==> src/rtl/poe_ind_pkg.sv <==
package poe_ind_pkg;
  localparam int unsigned MAX_CLS_CYCLES = 5;
  localparam int unsigned CLS_CNT_W      = $clog2(MAX_CLS_CYCLES + 1);
  localparam int unsigned IND_N          = 3;
  localparam int unsigned IDX_PWR_HI     = 2;
  localparam int unsigned IDX_PWR_LO     = 1;
  localparam int unsigned IDX_TYPE       = 0;

  typedef logic [CLS_CNT_W-1:0] cls_cnt_t;

  // Two-bit power code, 1 = pull that indicator low.
  // A zero count is shown like one cycle so no invalid code appears.
  function automatic logic [1:0] power_code(cls_cnt_t n);
    int unsigned v;
    v = int'(n);
    if (v <= 1)      power_code = 2'b00;
    else if (v <= 3) power_code = 2'b01;
    else if (v == 4) power_code = 2'b10;
    else             power_code = 2'b11;
  endfunction

  function automatic logic [IND_N-1:0] pull_vector(logic [1:0] pc, logic type34);
    pull_vector = '0;
    pull_vector[IDX_PWR_HI] = pc[1];
    pull_vector[IDX_PWR_LO] = pc[0];
    pull_vector[IDX_TYPE]   = type34;
  endfunction
endpackage

==> src/rtl/cls_counter.sv <==
module cls_counter
  import poe_ind_pkg::*;
#(
  parameter int unsigned MAX_CYCLES = MAX_CLS_CYCLES
) (
  input  logic     clk,
  input  logic     rst_n,
  input  logic     clear,
  input  logic     pulse,
  input  logic     done_in,
  input  logic     type_in,
  output cls_cnt_t cnt,
  output logic     done_q,
  output logic     type_q
);
  localparam cls_cnt_t CNT_MAX = cls_cnt_t'(MAX_CYCLES);

  logic accept;
  logic at_max;

  assign at_max = (cnt == CNT_MAX);
  assign accept = pulse && !done_q && !clear && !at_max;

  always_ff @(posedge clk or negedge rst_n) begin
    if (!rst_n) begin
      cnt    <= '0;
      done_q <= 1'b0;
      type_q <= 1'b0;
    end else if (clear) begin
      cnt    <= '0;
      done_q <= 1'b0;
      type_q <= 1'b0;
    end else begin
      if (accept) cnt <= cnt + cls_cnt_t'(1);
      if (done_in && !done_q) begin
        done_q <= 1'b1;
        type_q <= type_in;
      end
    end
  end

  AST_CNT_SATURATES: assert property (@(posedge clk) disable iff (!rst_n)
    cnt <= CNT_MAX);
  AST_CNT_FROZEN: assert property (@(posedge clk) disable iff (!rst_n)
    (done_q && !clear) |=> $stable(cnt) && $stable(type_q));
  AST_MARK_CLEARS: assert property (@(posedge clk) disable iff (!rst_n)
    clear |=> (cnt == '0) && !done_q && !type_q);
endmodule

==> src/rtl/startup_detect.sv <==
module startup_detect (
  input  logic clk,
  input  logic rst_n,
  input  logic vc_in_good,
  input  logic pg_released,
  output logic start_evt
);
  logic vc_q;
  logic pg_q;
  logic vc_rise;
  logic pg_rise_late;

  always_ff @(posedge clk or negedge rst_n) begin
    if (!rst_n) begin
      vc_q <= 1'b0;
      pg_q <= 1'b0;
    end else begin
      vc_q <= vc_in_good;
      pg_q <= pg_released;
    end
  end

  assign vc_rise      = vc_in_good && !vc_q;
  // converter input already up when power-good is released
  assign pg_rise_late = pg_released && !pg_q && vc_in_good && vc_q;
  assign start_evt    = vc_rise || pg_rise_late;
endmodule

==> src/rtl/settle_timer.sv <==
module settle_timer #(
  parameter int unsigned DELAY_TICKS = 24000
) (
  input  logic clk,
  input  logic rst_n,
  input  logic abort,
  input  logic start,
  output logic running,
  output logic ready
);
  localparam int unsigned TW = (DELAY_TICKS > 1) ? $clog2(DELAY_TICKS) : 1;
  localparam logic [TW-1:0] LAST = TW'(DELAY_TICKS - 1);

  logic [TW-1:0] tcnt;
  logic          expire;

  assign expire = running && (tcnt == LAST);

  always_ff @(posedge clk or negedge rst_n) begin
    if (!rst_n) begin
      running <= 1'b0;
      ready   <= 1'b0;
      tcnt    <= '0;
    end else if (abort) begin
      running <= 1'b0;
      ready   <= 1'b0;
      tcnt    <= '0;
    end else if (start) begin
      running <= 1'b1;
      ready   <= 1'b0;
      tcnt    <= '0;
    end else if (expire) begin
      running <= 1'b0;
      ready   <= 1'b1;
      tcnt    <= '0;
    end else if (running) begin
      tcnt    <= tcnt + TW'(1);
    end
  end

  AST_ABORT_HOLDS: assert property (@(posedge clk) disable iff (!rst_n)
    abort |=> !ready && !running);
  AST_NOT_EARLY: assert property (@(posedge clk) disable iff (!rst_n)
    (start && !abort) |=> running && !ready);
  AST_EXCLUSIVE: assert property (@(posedge clk) disable iff (!rst_n)
    !(running && ready));
endmodule

==> src/rtl/poe_type_indicator.sv <==
module poe_type_indicator
  import poe_ind_pkg::*;
#(
  parameter int unsigned DELAY_TICKS = 24000
) (
  input  logic             clk,
  input  logic             rst_n,
  input  logic             cls_pulse,
  input  logic             cls_done,
  input  logic             pse_type34,
  input  logic             vc_in_good,
  input  logic             pg_released,
  input  logic             therm_sd,
  input  logic             vcout_uv,
  input  logic             supply_low,
  input  logic             supply_below_mark,
  output logic [IND_N-1:0] ind_pull,
  output logic [IND_N-1:0] ind_oe
);
  cls_cnt_t         cls_cnt;
  logic             cls_done_q;
  logic             type_q;
  logic             start_evt;
  logic             fault_any;
  logic             delay_running;
  logic             ind_ready;
  logic [1:0]       pcode;
  logic [IND_N-1:0] pull_want;

  assign fault_any = therm_sd || vcout_uv || supply_low || supply_below_mark;

  cls_counter #(.MAX_CYCLES(MAX_CLS_CYCLES)) u_cnt (
    .clk     (clk),
    .rst_n   (rst_n),
    .clear   (supply_below_mark),
    .pulse   (cls_pulse),
    .done_in (cls_done),
    .type_in (pse_type34),
    .cnt     (cls_cnt),
    .done_q  (cls_done_q),
    .type_q  (type_q)
  );

  startup_detect u_start (
    .clk         (clk),
    .rst_n       (rst_n),
    .vc_in_good  (vc_in_good),
    .pg_released (pg_released),
    .start_evt   (start_evt)
  );

  settle_timer #(.DELAY_TICKS(DELAY_TICKS)) u_timer (
    .clk     (clk),
    .rst_n   (rst_n),
    .abort   (fault_any),
    .start   (start_evt),
    .running (delay_running),
    .ready   (ind_ready)
  );

  assign pcode     = power_code(cls_cnt);
  assign pull_want = pull_vector(pcode, type_q);

  // open-drain output pairs, one per indicator
  for (genvar i = 0; i < IND_N; i++) begin : g_od
    assign ind_oe[i]   = ind_ready;
    assign ind_pull[i] = ind_ready && pull_want[i];
  end

  AST_FAULT_TRISTATE: assert property (@(posedge clk) disable iff (!rst_n)
    fault_any |=> (ind_oe == '0) && (ind_pull == '0));
  AST_PULL_NEEDS_OE: assert property (@(posedge clk) disable iff (!rst_n)
    (ind_pull & ~ind_oe) == '0);
  AST_TYPE_BEFORE_DONE: assert property (@(posedge clk) disable iff (!rst_n)
    !cls_done_q |-> !type_q);
  AST_DELAY_BLOCKS_OE: assert property (@(posedge clk) disable iff (!rst_n)
    delay_running |-> (ind_oe == '0));
endmodule

==> config.mk <==
export PLATFORM = sky130hd
export DESIGN_NAME = poe_type_indicator
export DESIGN_NICKNAME = d
export VERILOG_FILES = /design/src/rtl/poe_ind_pkg.sv /design/src/rtl/cls_counter.sv /design/src/rtl/startup_detect.sv /design/src/rtl/settle_timer.sv /design/src/rtl/poe_type_indicator.sv
export SDC_FILE = /design/constraint.sdc
export NUM_CORES = 1
export LEC_CHECK = 0
export CAP_MARGIN = 10
export CELL_PAD_IN_SITES_DETAIL_PLACEMENT = 1
export CELL_PAD_IN_SITES_GLOBAL_PLACEMENT = 1
export CORE_MARGIN = 5
export CORE_UTILIZATION = 36
export CTS_CLUSTER_DIAMETER = 50
export DETAILED_ROUTE_END_ITERATION = 12
export DONT_BUFFER_PORTS = 1
export PLACE_DENSITY_LB_ADDON = 0.1
export RECOVER_POWER = 100
export SLEW_MARGIN = 20
export SYNTH_ARGS = -nofsm -noshare
export SYNTH_HDL_FRONTEND = slang
export SYNTH_SLANG_ARGS = --single-unit
==> constraint.sdc <==
create_clock -name clk -period 1.8 [get_ports clk]
set_input_delay 0 -clock clk [delete_from_list [all_inputs] [get_ports clk]]
set_output_delay 0 -clock clk [all_outputs]
set_load 0.02 [all_outputs]
==> reports/qor.txt <==
run status: complete, no violations
commonest non-fill, non-tap cell in the layout: dfrtp_1
CP endpoint kind: output port
syn nets: 149
largest net degree at the start of global routing: 25
Post-synth EDFFs: 0
ranking of synthesized cells by area: dfrtp_1, nor2_1, ha_1, xnor2_1, buf_4
GRT overflow: 0
total global-route track usage: 12.1%
startpoint types: flop
vias post-DR: 970
worst r2r src: u_timer.tcnt[0]
Placement Cell Area: 0.00138 mm^2
Crit path max-delay family: flip-flops
Reg clk slew, reported paths: 0.09 ns
fin nets: 160
worst slew pin tran: 1.32 ns
Seq/Total Area, Yosys: 44.7%
die height: 71.1 um
CTS Sinks: 24
die area: 0.00505 mm^2
Final Max Tran Viols: 0
Crit. Startpoint: u_cnt.cnt[1]
setup TNS: 0 ns
max_cap viols: 0
Initial DRT Pass Iterations: 4
CTS root buf: clkbuf_8
flop and latch count out of synthesis: 24
clock skew: 0.00321 ns
CTS tree: yes
Clock Latency Late Sink: 0.27 ns
area leader, netlist: dfrtp_1
Warnings, synthesis: 0
initial drt markers: 57
largest fanout on the critical path: 4
Yosys top cell area share: 44.7%
WHS Endpoint: u_cnt.cnt[2]
Worst Path Buf+Inv: 2
Filler cells: 426
Hold Crit Depth: 4
synthesized instance count: 133
Leak: 0.593 nW
Worst slew margin: 12.0%
dpl ws: 0.168 ns
top_reg_cell synth: dfrtp_1
GP Congestion: 0.763
drt wl/cell: 14.6 um
crit path kind: flop to output port
Critical Path RT: 1.80 ns
Hold WC Path Type: primary input to flop
Post-synth ARST share: 100%
antenna violations before repair: 0
Final HPWL DP: 2160 um
RSZ-0062 raised after global routing: false
R2R Setup Slk: 0.17 ns
CP peak stage delay: 0.39 ns
Pwr Density: 737 mW/mm^2
hold buffers post-CTS: 9
Worst Path Arrival: 1.63 ns
Routed WL: 2790 um
core area: 0.00363 mm^2
most frequent cells in the layout: dfrtp_1, nor2_1, nand2_1, inv_1, dlygate4sd3_1
Max IR drop VDD: 439 uV
worst flop-to-flop path endpoint: u_timer.tcnt[5]
H-tree depth: 1
Area growth syn-to-layout: 12.8%
Finish-stage setup viols: 0
vias in the first global route: 1056
die width: 71.1 um
CTS Buf Count: 3
Setup WS post-layout: 0.169 ns
post-route minimum period: 1.63 ns
Synth cell types: 40
final clock period utilization by the worst path: 90.6%
ant diodes: 0
Initial Util: 36.9%
Worst R2R Path Depth: 6
syn avg cell area: 10.1 um^2
Antenna Nets Post-Route: 0
Via density: 5.08
Max Fclk: 0.613 GHz
first-pass GRT wire length: 4970 um
synthesized area: 0.00134 mm^2
post-CTS sizing: 0
Hold Startpoint: cls_pulse
Post-Layout Inst Area: 0.00151 mm^2
Hold Fails Final Rpt: 0
Clock Tree Buf Depth: 2
DR DRC count: 0
port buffer count: 0
slowest cell on the critical path: dfrtp_1
FP Rows: 22
share of post-route cells with drive strength above 1: 14.7%
Boundary Pins: 17
post-CTS setup buffer count: 0
cells along the critical path: inv_1 > ha_1 > o31a_1 > nor3_1 > clkbuf_2
-- cells in the mapped netlist (2+ instances only) --
master,count
dfrtp_1,24
nand2_1,9
xor2_1,4
inv_1,8
nor2_2,2
nor2_1,18
nand3b_1,2
and2_1,2
ha_1,5
and3_1,2
mux2i_1,2
a311oi_2,2
nand4_1,5
buf_4,5
a21oi_1,5
nand3_1,6
nor2b_1,2
nand3_2,3
xnor2_1,6
-- worst max path at each step --
stage,cells after the start,to
6_report,5,ind_pull[2]
5_1_grt,6,u_timer.tcnt[0]
4_1_cts,6,u_timer.tcnt[5]
3_5_place_dp,6,u_timer.running
3_3_place_gp,6,u_timer.tcnt[0]
2_1_floorplan,6,u_timer.tcnt[3]
-- logic make-up (layout without fill, tap and decap cells) --
group / after synthesis / count (layout) / share of synthesized area (%)
and+or+nand+nor: 61 / 61 / 27.0
DFF: 24 / 24 / 44.7
AOI/OAI and AO/OA: 17 / 17 / 10.2
buffers and inverters: 14 / 24 / 5.41
xor gates and xnor gates: 10 / 10 / 6.52
adders and majority gates: 5 / 5 / 4.66
muxes: 2 / 2 / 1.49
-- where the power goes --
| group | leakage, nW | total [mW] | internal [mW] | switching, mW |
|---|---|---|---|---|
| clock | 0.0357 | 0.476 | 0.297 | 0.179 |
| combinational | 0.230 | 0.0788 | 0.0350 | 0.0438 |
| sequential | 0.327 | 0.561 | 0.550 | 0.0109 |
-- worst min-delay path, delay by kind of cell --
kind	cells	cell delay [ns]
AND/OR/NAND/NOR	1	0.09
buffers and inverters	1	0.04
AO/OA/AOI/OAI	2	0.11
-- per-layer routing --
layer | part of all wire [%] | up-vias | GRT usage (%)
li1 | - | 477 | -
met1 | 44 | 476 | 14.2
met2 | 52 | 15 | 22.3
met3 | 3.5 | 2 | 3.69
met4 | 0.32 | 0 | 1.46
met5 | 0 | - | 0
-- through the flow --
| step | util [%] | hold WS (ns) | total power, mW | std cells |
|---|---|---|---|---|
| after floorplan | - | -0.296 | 0.615 | 133 |
| after global placement | 38.1 | -0.295 | 0.624 | 178 |
| after detailed placement | 38.1 | -0.294 | 0.628 | 178 |
| after CTS | 42.8 | 0.0116 | 1.14 | 191 |
| after global routing | 41.7 | 0.0443 | 1.18 | 191 |
| final | 41.7 | 0.0123 | 1.12 | 191 |
-- state kept, by name, indices dropped and copies added (netlist names) --
name and cells:
u_cnt.cnt 3, u_timer.tcnt 15, u_timer.running 1, u_start.pg_q 1, u_start.vc_q 1, u_cnt.type_q 1
u_cnt.done_q 1, u_timer.ready 1
-- cell type report --
class                      instances  area (um^2)  share of cell area (%)
clock buffer                       3         41.3                    2.73
clock inverter                     1         30.0                    1.98
inverter                           8         30.0                    1.98
multi-input combinational         95          652                    43.1
sequential                        24          601                    39.7
tap                               48         60.1                    3.97
timing repair buffer              12          100                    6.61
No activity file was read; power rests on OpenSTA's default activity.
